===== src/rtl/cup_pkg.sv =====
`timescale 1ns/1ps
package cup_pkg;
    localparam int MARK_W = 2;

    typedef enum logic [MARK_W-1:0] {
        MK_IDLE = 2'd0,
        MK_DATA = 2'd1,
        MK_SOP  = 2'd2,
        MK_EOP  = 2'd3
    } mark_e;
endpackage


===== src/rtl/cup_seg_scan.sv =====
`timescale 1ns/1ps
// Walks the segment markers of one word from segment 0 upward and reports
// the packet state left behind, plus which markers were seen.
module cup_seg_scan
    import cup_pkg::*;
#(
    parameter int NSEG = 4
) (
    input  logic [NSEG*MARK_W-1:0] marks_i,
    input  logic                   open_i,
    output logic                   open_o,
    output logic                   has_sop_o,
    output logic                   has_eop_o,
    output logic                   eop_then_sop_o
);
    logic seen_eop;

    always_comb begin
        open_o         = open_i;
        has_sop_o      = 1'b0;
        has_eop_o      = 1'b0;
        eop_then_sop_o = 1'b0;
        seen_eop       = 1'b0;
        for (int k = 0; k < NSEG; k++) begin
            case (mark_e'(marks_i[k*MARK_W +: MARK_W]))
                MK_SOP: begin
                    open_o    = 1'b1;
                    has_sop_o = 1'b1;
                    if (seen_eop) eop_then_sop_o = 1'b1;
                end
                MK_EOP: begin
                    open_o    = 1'b0;
                    has_eop_o = 1'b1;
                    seen_eop  = 1'b1;
                end
                default: ;
            endcase
        end
    end
endmodule


===== src/rtl/cup_stream_track.sv =====
`timescale 1ns/1ps
// One open-packet flag per stream for the controlled path.
module cup_stream_track
    import cup_pkg::*;
#(
    parameter int NSTREAM = 8,
    parameter int SID_W   = 3,
    parameter int NSEG    = 4
) (
    input  logic                   clk,
    input  logic                   rst_n,
    input  logic                   upd_i,
    input  logic [SID_W-1:0]       sid_i,
    input  logic [NSEG*MARK_W-1:0] marks_i,
    output logic [NSTREAM-1:0]     open_o
);
    typedef struct packed {
        logic [NSTREAM-1:0] open;
    } trk_s;

    trk_s st_d, st_q;
    logic nxt_open, cur_open;
    logic has_sop, has_eop, eop_sop;

    assign cur_open = st_q.open[sid_i];

    cup_seg_scan #(.NSEG(NSEG)) u_scan (
        .marks_i        (marks_i),
        .open_i         (cur_open),
        .open_o         (nxt_open),
        .has_sop_o      (has_sop),
        .has_eop_o      (has_eop),
        .eop_then_sop_o (eop_sop)
    );

    always_comb begin
        st_d = st_q;
        if (upd_i) st_d.open[sid_i] = nxt_open;
    end

    always_ff @(posedge clk) begin
        if (!rst_n) st_q <= '0;
        else        st_q <= st_d;
    end

    assign open_o = st_q.open;

    // controlled stream numbers stay inside the configured range
    p_sid_range_r2: assert property (@(posedge clk) disable iff (!rst_n)
        upd_i |-> (int'(sid_i) < NSTREAM));

    // closing and reopening in one word leaves the stream open
    p_eop_sop_open_r5: assert property (@(posedge clk) disable iff (!rst_n)
        (upd_i && eop_sop) |=> st_q.open[$past(sid_i)]);
endmodule


===== src/rtl/cup_grant_ctl.sv =====
`timescale 1ns/1ps
// Decides which source may load the output stage this cycle and holds the
// lane for an uncontrolled packet once it has begun.
module cup_grant_ctl
    import cup_pkg::*;
#(
    parameter int NSTREAM = 8,
    parameter int SID_W   = 3,
    parameter int NSEG    = 4
) (
    input  logic                   clk,
    input  logic                   rst_n,
    input  logic                   adv_i,
    input  logic                   ctl_valid_i,
    input  logic                   unc_valid_i,
    input  logic [SID_W-1:0]       unc_sid_i,
    input  logic [NSEG*MARK_W-1:0] unc_marks_i,
    input  logic [NSTREAM-1:0]     open_i,
    output logic                   ctl_ready_o,
    output logic                   unc_ready_o,
    output logic                   ctl_fire_o,
    output logic                   unc_fire_o
);
    typedef struct packed {
        logic lock;
    } gr_s;

    gr_s  st_d, st_q;
    logic lock_after, u_sop, u_eop, u_es;
    logic stream_busy;

    assign stream_busy = open_i[unc_sid_i];

    cup_seg_scan #(.NSEG(NSEG)) u_scan (
        .marks_i        (unc_marks_i),
        .open_i         (st_q.lock),
        .open_o         (lock_after),
        .has_sop_o      (u_sop),
        .has_eop_o      (u_eop),
        .eop_then_sop_o (u_es)
    );

    always_comb begin
        st_d        = st_q;
        ctl_ready_o = adv_i && !st_q.lock;
        unc_ready_o = adv_i && (st_q.lock ||
                      (!ctl_valid_i && unc_valid_i && !stream_busy));
        ctl_fire_o  = ctl_valid_i && ctl_ready_o;
        unc_fire_o  = unc_valid_i && unc_ready_o;
        if (unc_fire_o) st_d.lock = lock_after;
    end

    always_ff @(posedge clk) begin
        if (!rst_n) st_q <= '0;
        else        st_q <= st_d;
    end

    p_ctl_first_r3: assert property (@(posedge clk) disable iff (!rst_n)
        (ctl_valid_i && !st_q.lock) |-> !unc_ready_o);

    p_open_block_r4: assert property (@(posedge clk) disable iff (!rst_n)
        (unc_ready_o && !st_q.lock) |-> !open_i[unc_sid_i]);

    p_lock_r8: assert property (@(posedge clk) disable iff (!rst_n)
        st_q.lock |-> !ctl_ready_o);
endmodule


===== src/rtl/cup_port_arbiter.sv =====
`timescale 1ns/1ps
module cup_port_arbiter
    import cup_pkg::*;
#(
    parameter int SEG_W   = 128,
    parameter int NSEG    = 4,
    parameter int NSTREAM = 8
) (
    input  logic                                  clk,
    input  logic                                  rst_n,
    input  logic                                  ctl_valid,
    output logic                                  ctl_ready,
    input  logic [((NSTREAM>1)?$clog2(NSTREAM):1)-1:0] ctl_sid,
    input  logic [SEG_W*NSEG-1:0]                 ctl_data,
    input  logic [NSEG*2-1:0]                     ctl_marks,
    input  logic                                  unc_valid,
    output logic                                  unc_ready,
    input  logic [((NSTREAM>1)?$clog2(NSTREAM):1)-1:0] unc_sid,
    input  logic [SEG_W*NSEG-1:0]                 unc_data,
    input  logic [NSEG*2-1:0]                     unc_marks,
    output logic                                  out_valid,
    input  logic                                  out_ready,
    output logic [((NSTREAM>1)?$clog2(NSTREAM):1)-1:0] out_sid,
    output logic [SEG_W*NSEG-1:0]                 out_data,
    output logic [NSEG*2-1:0]                     out_marks
);
    localparam int SID_W  = (NSTREAM > 1) ? $clog2(NSTREAM) : 1;
    localparam int DATA_W = SEG_W * NSEG;
    localparam int MK_W   = NSEG * MARK_W;

    typedef struct packed {
        logic              valid;
        logic [SID_W-1:0]  sid;
        logic [DATA_W-1:0] data;
        logic [MK_W-1:0]   marks;
    } ost_s;

    ost_s               st_d, st_q;
    logic               adv, ctl_fire, unc_fire;
    logic [NSTREAM-1:0] open_vec;

    assign adv = !st_q.valid || out_ready;

    cup_stream_track #(.NSTREAM(NSTREAM), .SID_W(SID_W), .NSEG(NSEG)) u_track (
        .clk     (clk),
        .rst_n   (rst_n),
        .upd_i   (ctl_fire),
        .sid_i   (ctl_sid),
        .marks_i (ctl_marks),
        .open_o  (open_vec)
    );

    cup_grant_ctl #(.NSTREAM(NSTREAM), .SID_W(SID_W), .NSEG(NSEG)) u_grant (
        .clk         (clk),
        .rst_n       (rst_n),
        .adv_i       (adv),
        .ctl_valid_i (ctl_valid),
        .unc_valid_i (unc_valid),
        .unc_sid_i   (unc_sid),
        .unc_marks_i (unc_marks),
        .open_i      (open_vec),
        .ctl_ready_o (ctl_ready),
        .unc_ready_o (unc_ready),
        .ctl_fire_o  (ctl_fire),
        .unc_fire_o  (unc_fire)
    );

    always_comb begin
        st_d = st_q;
        if (adv) begin
            st_d.valid = ctl_fire || unc_fire;
            if (unc_fire) begin
                st_d.sid   = unc_sid;
                st_d.data  = unc_data;
                st_d.marks = unc_marks;
            end else if (ctl_fire) begin
                st_d.sid   = ctl_sid;
                st_d.data  = ctl_data;
                st_d.marks = ctl_marks;
            end
        end
    end

    always_ff @(posedge clk) begin
        if (!rst_n) st_q <= '0;
        else        st_q <= st_d;
    end

    assign out_valid = st_q.valid;
    assign out_sid   = st_q.sid;
    assign out_data  = st_q.data;
    assign out_marks = st_q.marks;

    p_pass_r2: assert property (@(posedge clk) disable iff (!rst_n)
        (ctl_valid && ctl_ready) |=> (out_valid && out_sid == $past(ctl_sid)
                                      && out_data == $past(ctl_data)
                                      && out_marks == $past(ctl_marks)));

    p_hold_r9: assert property (@(posedge clk) disable iff (!rst_n)
        (out_valid && !out_ready) |=> (out_valid && $stable(out_sid)
                                       && $stable(out_data) && $stable(out_marks)));

    p_stall_r9: assert property (@(posedge clk) disable iff (!rst_n)
        (out_valid && !out_ready) |-> (!ctl_ready && !unc_ready));
endmodule


===== config.mk =====
export PLATFORM = sky130hd
export DESIGN_NAME = cup_port_arbiter
export DESIGN_NICKNAME = d
export VERILOG_FILES = /design/src/rtl/cup_pkg.sv /design/src/rtl/cup_seg_scan.sv /design/src/rtl/cup_stream_track.sv /design/src/rtl/cup_grant_ctl.sv /design/src/rtl/cup_port_arbiter.sv
export SDC_FILE = /design/constraint.sdc
export NUM_CORES = 1
export LEC_CHECK = 0
export ABC_AREA = 1
export ABC_CLOCK_PERIOD_IN_PS = 3100
export BUFFER_PORTS_ARGS = -buffer_cell sky130_fd_sc_hd__buf_2
export CAP_MARGIN = 20
export CORE_AREA = 2 2 615 617
export CTS_CLUSTER_SIZE = 8
export DETAILED_ROUTE_END_ITERATION = 6
export DIE_AREA = 0 0 617 619
export SLEW_MARGIN = 30
export SYNTH_ARGS = -nofsm -noshare
export SYNTH_HDL_FRONTEND = slang
export SYNTH_SLANG_ARGS = --single-unit

===== constraint.sdc =====
create_clock -name clk -period 3.1 [get_ports clk]
set_input_delay 0.62 -clock clk [delete_from_list [all_inputs] [get_ports clk]]
set_output_delay 0.62 -clock clk [all_outputs]
set_load 0.03 [all_outputs]

# Word level (Yosys, flattened, before mapping)
# Index checks and enable logic that the tools add are counted.
[op_classes]
magnitude_cmp = 3
n_eq_ne = 16
mux = 17
reduce_logical = 18
[op_table]
columns = ["operator", "count"]
rows = [
  ["$mux 523", 2],
  ["$eq 2x2->1 const B", 16],
  ["$pmux 1 s2", 8],
  ["$bwmux 8", 1],
  ["$lt 3x4->1 const B", 2],
  ["$reduce_bool 8->1", 1],
  ["$logic_and 1x1->1", 7],
  ["$bmux 1 s3", 2],
  ["$logic_not 1->1", 4],
  ["$reduce_and 2->1", 2],
  ["$demux 1 s3", 1],
  ["$ge 3x1->1 const B", 1],
  ["$logic_or 1x1->1", 3],
  ["$mux 1", 3],
  ["$reduce_bool 2->1", 1],
]
[word_totals]
regBits = 533
output_inout_bits = 526
elab_cells = 60

# Depth between registers and ports, before layout
[depth]
depth_word = 9
ltp_mapped = 15
ltp_nobuf = 12

# Cells and area by module
# Synthesis repeated with hierarchy kept, for this count alone.
[hier_totals]
cells_unflattened = 5196
hier_area_um2 = 28700.0
[by_module_without_submodules]
columns = ["module", "n_inst", "cells_each", "area_per_inst_um2", "seq_area_each_um2"]
rows = [
  ["cup_port_arbiter", 1, 5005, 27764.1, 10490.1],
  ["cup_stream_track", 1, 86, 470.5, 160.2],
  ["cup_seg_scan", 2, 29, 128.9, 0.0],
  ["cup_grant_ctl", 1, 47, 207.7, 20.0],
]

# Least setup slack after synthesis
# No wires, ideal clock.
[synth_timing]
path_kind = "input-to-reg"
start = "input port out_ready"
end = "register st_q (netlist bit out_data[383])"
setup_time_ps = 64
arrival_ps = 2249
path_slack_ps = 787
cell_stages = 11
cell_sequence = "inv_1 > nand2_1 > inv_1 > nor2_1 > nand2_1 > buf_2 > clkbuf_1 > clkbuf_1 > nand3b_1 > nand2_1 > nor2_1"
[synth_via]
elab_chain_cells = 5
elab_cells_between_ends = 8
[synth_lines]
columns = ["element", "line_no", "source"]
rows = [
  ["start, declared", "cup_port_arbiter.sv:22", "input logic out_ready,"],
  ["$logic_or 1x1->1", "cup_port_arbiter.sv:42", "assign adv = !st_q.valid || out_ready;"],
  ["$logic_and 1x1->1", "cup_grant_ctl.sv:45", "ctl_ready_o = adv_i && !st_q.lock;"],
  ["via ctl_ready", "cup_port_arbiter.sv:12", "output logic ctl_ready,"],
  ["$logic_and 1x1->1", "cup_grant_ctl.sv:48", "ctl_fire_o = ctl_valid_i && ctl_ready_o;"],
  ["$reduce_bool 2->1 (no source line)", "-", ""],
  ["$reduce_and 2->1 (no source line)", "-", ""],
  ["end signal, assigned", "cup_port_arbiter.sv:86", "else st_q <= st_d;"],
  ["end, declared", "cup_port_arbiter.sv:38", "ost_s st_d, st_q;"],
]
# The timed path passes the listed nets, and every way through them passes these cells.
# A chain may end at the register's enable or synchronous reset.

# Final worst setup path
[layout_timing]
start = "register u_track.st_q (netlist bit u_track.open_o[2])"
end = "output port unc_ready"
[layout_via]
elab_chain_cells = 6
[layout_lines]
columns = ["element", "line_no", "source"]
rows = [
  ["start, declared", "cup_stream_track.sv:21", "trk_s st_d, st_q;"],
  ["start signal, assigned", "cup_stream_track.sv:43", "else st_q <= st_d;"],
  ["$bmux 1 s3", "cup_grant_ctl.sv:32", "assign stream_busy = open_i[unc_sid_i];"],
  ["$mux 1 (implied by the code)", "cup_grant_ctl.sv:32", ""],
  ["$logic_not 1->1", "cup_grant_ctl.sv:47", "(!ctl_valid_i && unc_valid_i && !stream_busy));"],
  ["$logic_and 1x1->1", "cup_grant_ctl.sv:47", ""],
  ["$logic_or 1x1->1", "cup_grant_ctl.sv:46", "unc_ready_o = adv_i && (st_q.lock ||"],
  ["$logic_and 1x1->1", "cup_grant_ctl.sv:46", ""],
  ["end, declared", "cup_port_arbiter.sv:17", "output logic unc_ready,"],
]
# Every way passes these cells. The select of a mux whose other input is x is not followed.

==> results.py <==
metrics = {
    "status": {
        "status": "completed",
    },
    "global_route": {
        "grt_pass1_wl_mm": 423,
        "grt_pass1_vias": 36553,
        "grt-ovfl-total": 0,
        "grt_max_degree": 128,
        "gr-usage-all-layers": 0.173,
        "antenna_found_initial": 497,
    },
    "timing": {
        "rsz0062_at_grt": "false",
        "hold_slack_ns": 0.106,
        "min_period_over_period": 0.918,
        "finalClockSkew_ns": 0.0751,
        "final_max_slew_viol_count": 0,
        "hold_violations": 0,
        "fmax_mhz": 351,
        "tightest_slew_ns": 0.832,
        "max_slew_margin": 0.445,
        "fin_crit_ns": 2.85,
        "finalSetupTns_ns": 0,
        "setup_viol": 0,
    },
    "detailed_routing": {
        "final_antenna_net_count": 0,
        "drc": 0,
        "vias_per_cell": 3.64,
        "routedWlPerCell_um": 30.6,
        "highest_layer": "met5",
        "dr_wl_met2_mm": 159,
        "wirelength_mm": 347,
        "wl_met1_mm": 116,
        "vias": 41220,
        "drt_first_pass_iters": 6,
        "dr.first_iter.drc_count": 3777,
        "dr_wl_met3_mm": 52.9,
    },
    "clocking": {
        "worstSkewPairLatency_ns": 0.83,
        "cts_htree_levels": 3,
        "cts.path.max_buffers": 4,
        "cts_made_buffers": 89,
        "cts-root-buf": "clkbuf_16",
        "cts_setup_buffers": 0,
        "clock_sinks": 533,
        "path_clk_slew_ns": 0.05,
        "cts_tree": "yes",
    },
    "run": {
        "max_cap_violations": 0,
    },
    "floorplanning": {
        "initial_core_util": 0.0809,
        "rows": 225,
        "die_x_um": 617,
        "die_area_um2": 382000,
        "die_h_um": 619,
        "io_pins": 1577,
        "core_area_um2": 375000,
    },
    "logic_synthesis": {
        "synth-warning-count": 0,
        "seq_area_frac_synth": 0.352,
        "syn_nets": 5850,
        "syn-cell-area_um2": 30300,
        "synth_cells": 4799,
        "ys_types": 18,
        "syn_area_per_cell_um2": 6.32,
        "ys_seq_elements": 533,
    },
    "hold_path": {
        "min_from": "ctl_data[394]",
        "hold_class": "in -> reg",
    },
    "critical_path": {
        "crit_top_cell": "nand2_1",
        "crit_path_end_kind": "output port",
        "required_ns": 2.48,
        "cp.arrival_ns": 2.23,
        "path_delay_family": "buffers and inverters",
        "crit_path_max_incr_delay_ns": 0.35,
        "path_buf_inv": 2,
        "crit_path_top_delay_cell": "buf_2",
        "crit_chain": "inv_1 -> nand2_1 -> nand3_1 -> nand2_1 -> nand2_1 -> nand3_2 -> a21oi_1 -> buf_2",
        "cp_max_fo": 2,
        "worstSetupStartpoint": "u_track.open_o[2]",
        "reg2reg_from": "u_track.open_o[0]",
        "path_class": "reg -> out",
        "crit_path_start_kind": "flip-flop",
    },
    "placed_design": {
        "place.port_buffers": 1576,
        "hpwl_mm": 303,
        "placed_cells": 11040,
        "gp_congestion": 1.02,
    },
    "finish": {
        "layout-drive-gt1-share": 0.296,
        "num-fill-cells": 43830,
        "finalNetCount": 7194,
        "seqCellArea_um2": 10700,
        "stdcell_count": 11339,
        "multi_input_area_um2": 17500,
        "synthToLayoutAreaGrowth_pct": 55.7,
    },
    "pwr": {
        "cellPowerDensity_nw_per_um2": 578,
        "leakage_nw": 23.0,
        "vdd.ir_drop.worst_v": 0.000376,
    },
}
==> layout by cell type, fill, tap and decap left out, types with 3 or more instances in the layout <==
cell / n
buf_2: 1574
dfxtp_1: 533
clkbuf_1: 8
buf_4: 85
inv_1: 39
diode_2: 174
buf_12: 49
clkbuf_16: 90
a21oi_1: 13
nand2_1: 1614
clkinvlp_4: 3
clkinv_2: 4
clkbuf_8: 4
nand3b_1: 524
dlygate4sd3_1: 6
nor2_1: 1060
nand3_1: 20
bufinv_16: 5
nand4_1: 524
==> Yosys cell counts <==
master	count	area (µm²)
a21oi_1	13	65.1
buf_4	5	37.5
nor2_1	1060	3980
o21ai_0	1	5.00
buf_2	209	1050
inv_1	39	146
nand4_1	524	3280
or2_2	1	6.26
nand2_1	1616	6070
nand3b_1	524	3930
nand3_2	2	20.0
clkbuf_1	218	818
nand2_2	1	6.26
buf_6	1	11.3
inv_2	2	7.51
dfxtp_1	533	10700
nand3_1	20	100
buf_1	30	113
==> power breakdown <==
group	switching [W]	internal (W)
logic	0.00669	0.00284
registers	0.000406	0.00775
clock network	0.00389	0.00568
total	0.0110	0.0163
==> kinds of logic (layout without fill, tap and decap cells) <==
group                  count (synthesis)  in the layout  share of synthesized area
buffers and inverters                504           1876                     0.0719
other                                  0            174                          0
AOI/OAI and AO/OA                     14             14                    0.00231
DFF                                  533            533                      0.352
and+or+nand+nor                     3748           3748                      0.574
==> area by class of cell <==
type                            count  share of cell area
Antenna cell                      174             0.00923
Clock buffer                      102              0.0495
Clock inverter                     17             0.00546
Inverter                           41             0.00342
Multi-Input combinational cell   3762               0.371
Sequential cell                   533               0.226
Tap cell                         4994               0.132
Timing Repair Buffer             1716               0.203
==> per-stage QoR <==
| stage | utilization | total power [W] | setup WS [ns] | instance area, µm² |
|---|---|---|---|---|
| 3_5_place_dp | 0.118 | 0.0179 | 0.259 | 44100 |
| 3_3_place_gp | 0.118 | 0.0179 | 0.278 | 44100 |
| 6_report | 0.126 | 0.0273 | 0.255 | 47200 |
| 5_1_grt | 0.126 | 0.0287 | 0.0850 | 47100 |
| 4_1_cts | 0.125 | 0.0278 | 0.134 | 46800 |
| 2_1_floorplan | - | 0.0137 | 0.787 | 30300 |
==> worst reg2reg max path, cell delays in order (launching register included) <==
cell     delay (ns)
dfxtp_1        0.35
inv_1          0.08
nand2_1        0.07
nand3_1        0.06
nand2_1        0.06
nand2_1        0.06
nand3_2        0.13
nand2_8        0.12
nand3_4        0.10
buf_4          0.26
buf_4          0.50
nand2_1        0.25
nand2_1        0.10
nor2_1         0.04
nor2_1         0.09
==> what timing repair did <==
item,4_1_cts,5_1_grt
endpoints found under the hold margin,6,0
hold buffers,6,0
endpoints found under the setup margin,0,0
gates resized for setup,0,0
==> sequential cells by signal (all words and copies together) (netlist names) <==
name            flops
out_data          512
out_marks           8
out_sid             3
out_valid           1
u_grant.st_q        1
u_track.open_o      8
==> metal layers <==
layer / up-vias / global-route usage
li1: 18519 / -
met1: 18824 / 0.173
met2: 2564 / 0.290
met3: 1097 / 0.113
met4: 216 / 0.0570
met5: - / 0.00328
==> final timing paths <==
path,endpoint,slack [ns],cells after the start
setup / recovery,unc_ready,0.25,8
hold / removal,out_data[394],0.11,5
hold reg to reg,out_data[481],0.56,3
setup reg to reg,out_data[75],0.71,14
No activity file was read; power rests on OpenSTA's default activity.
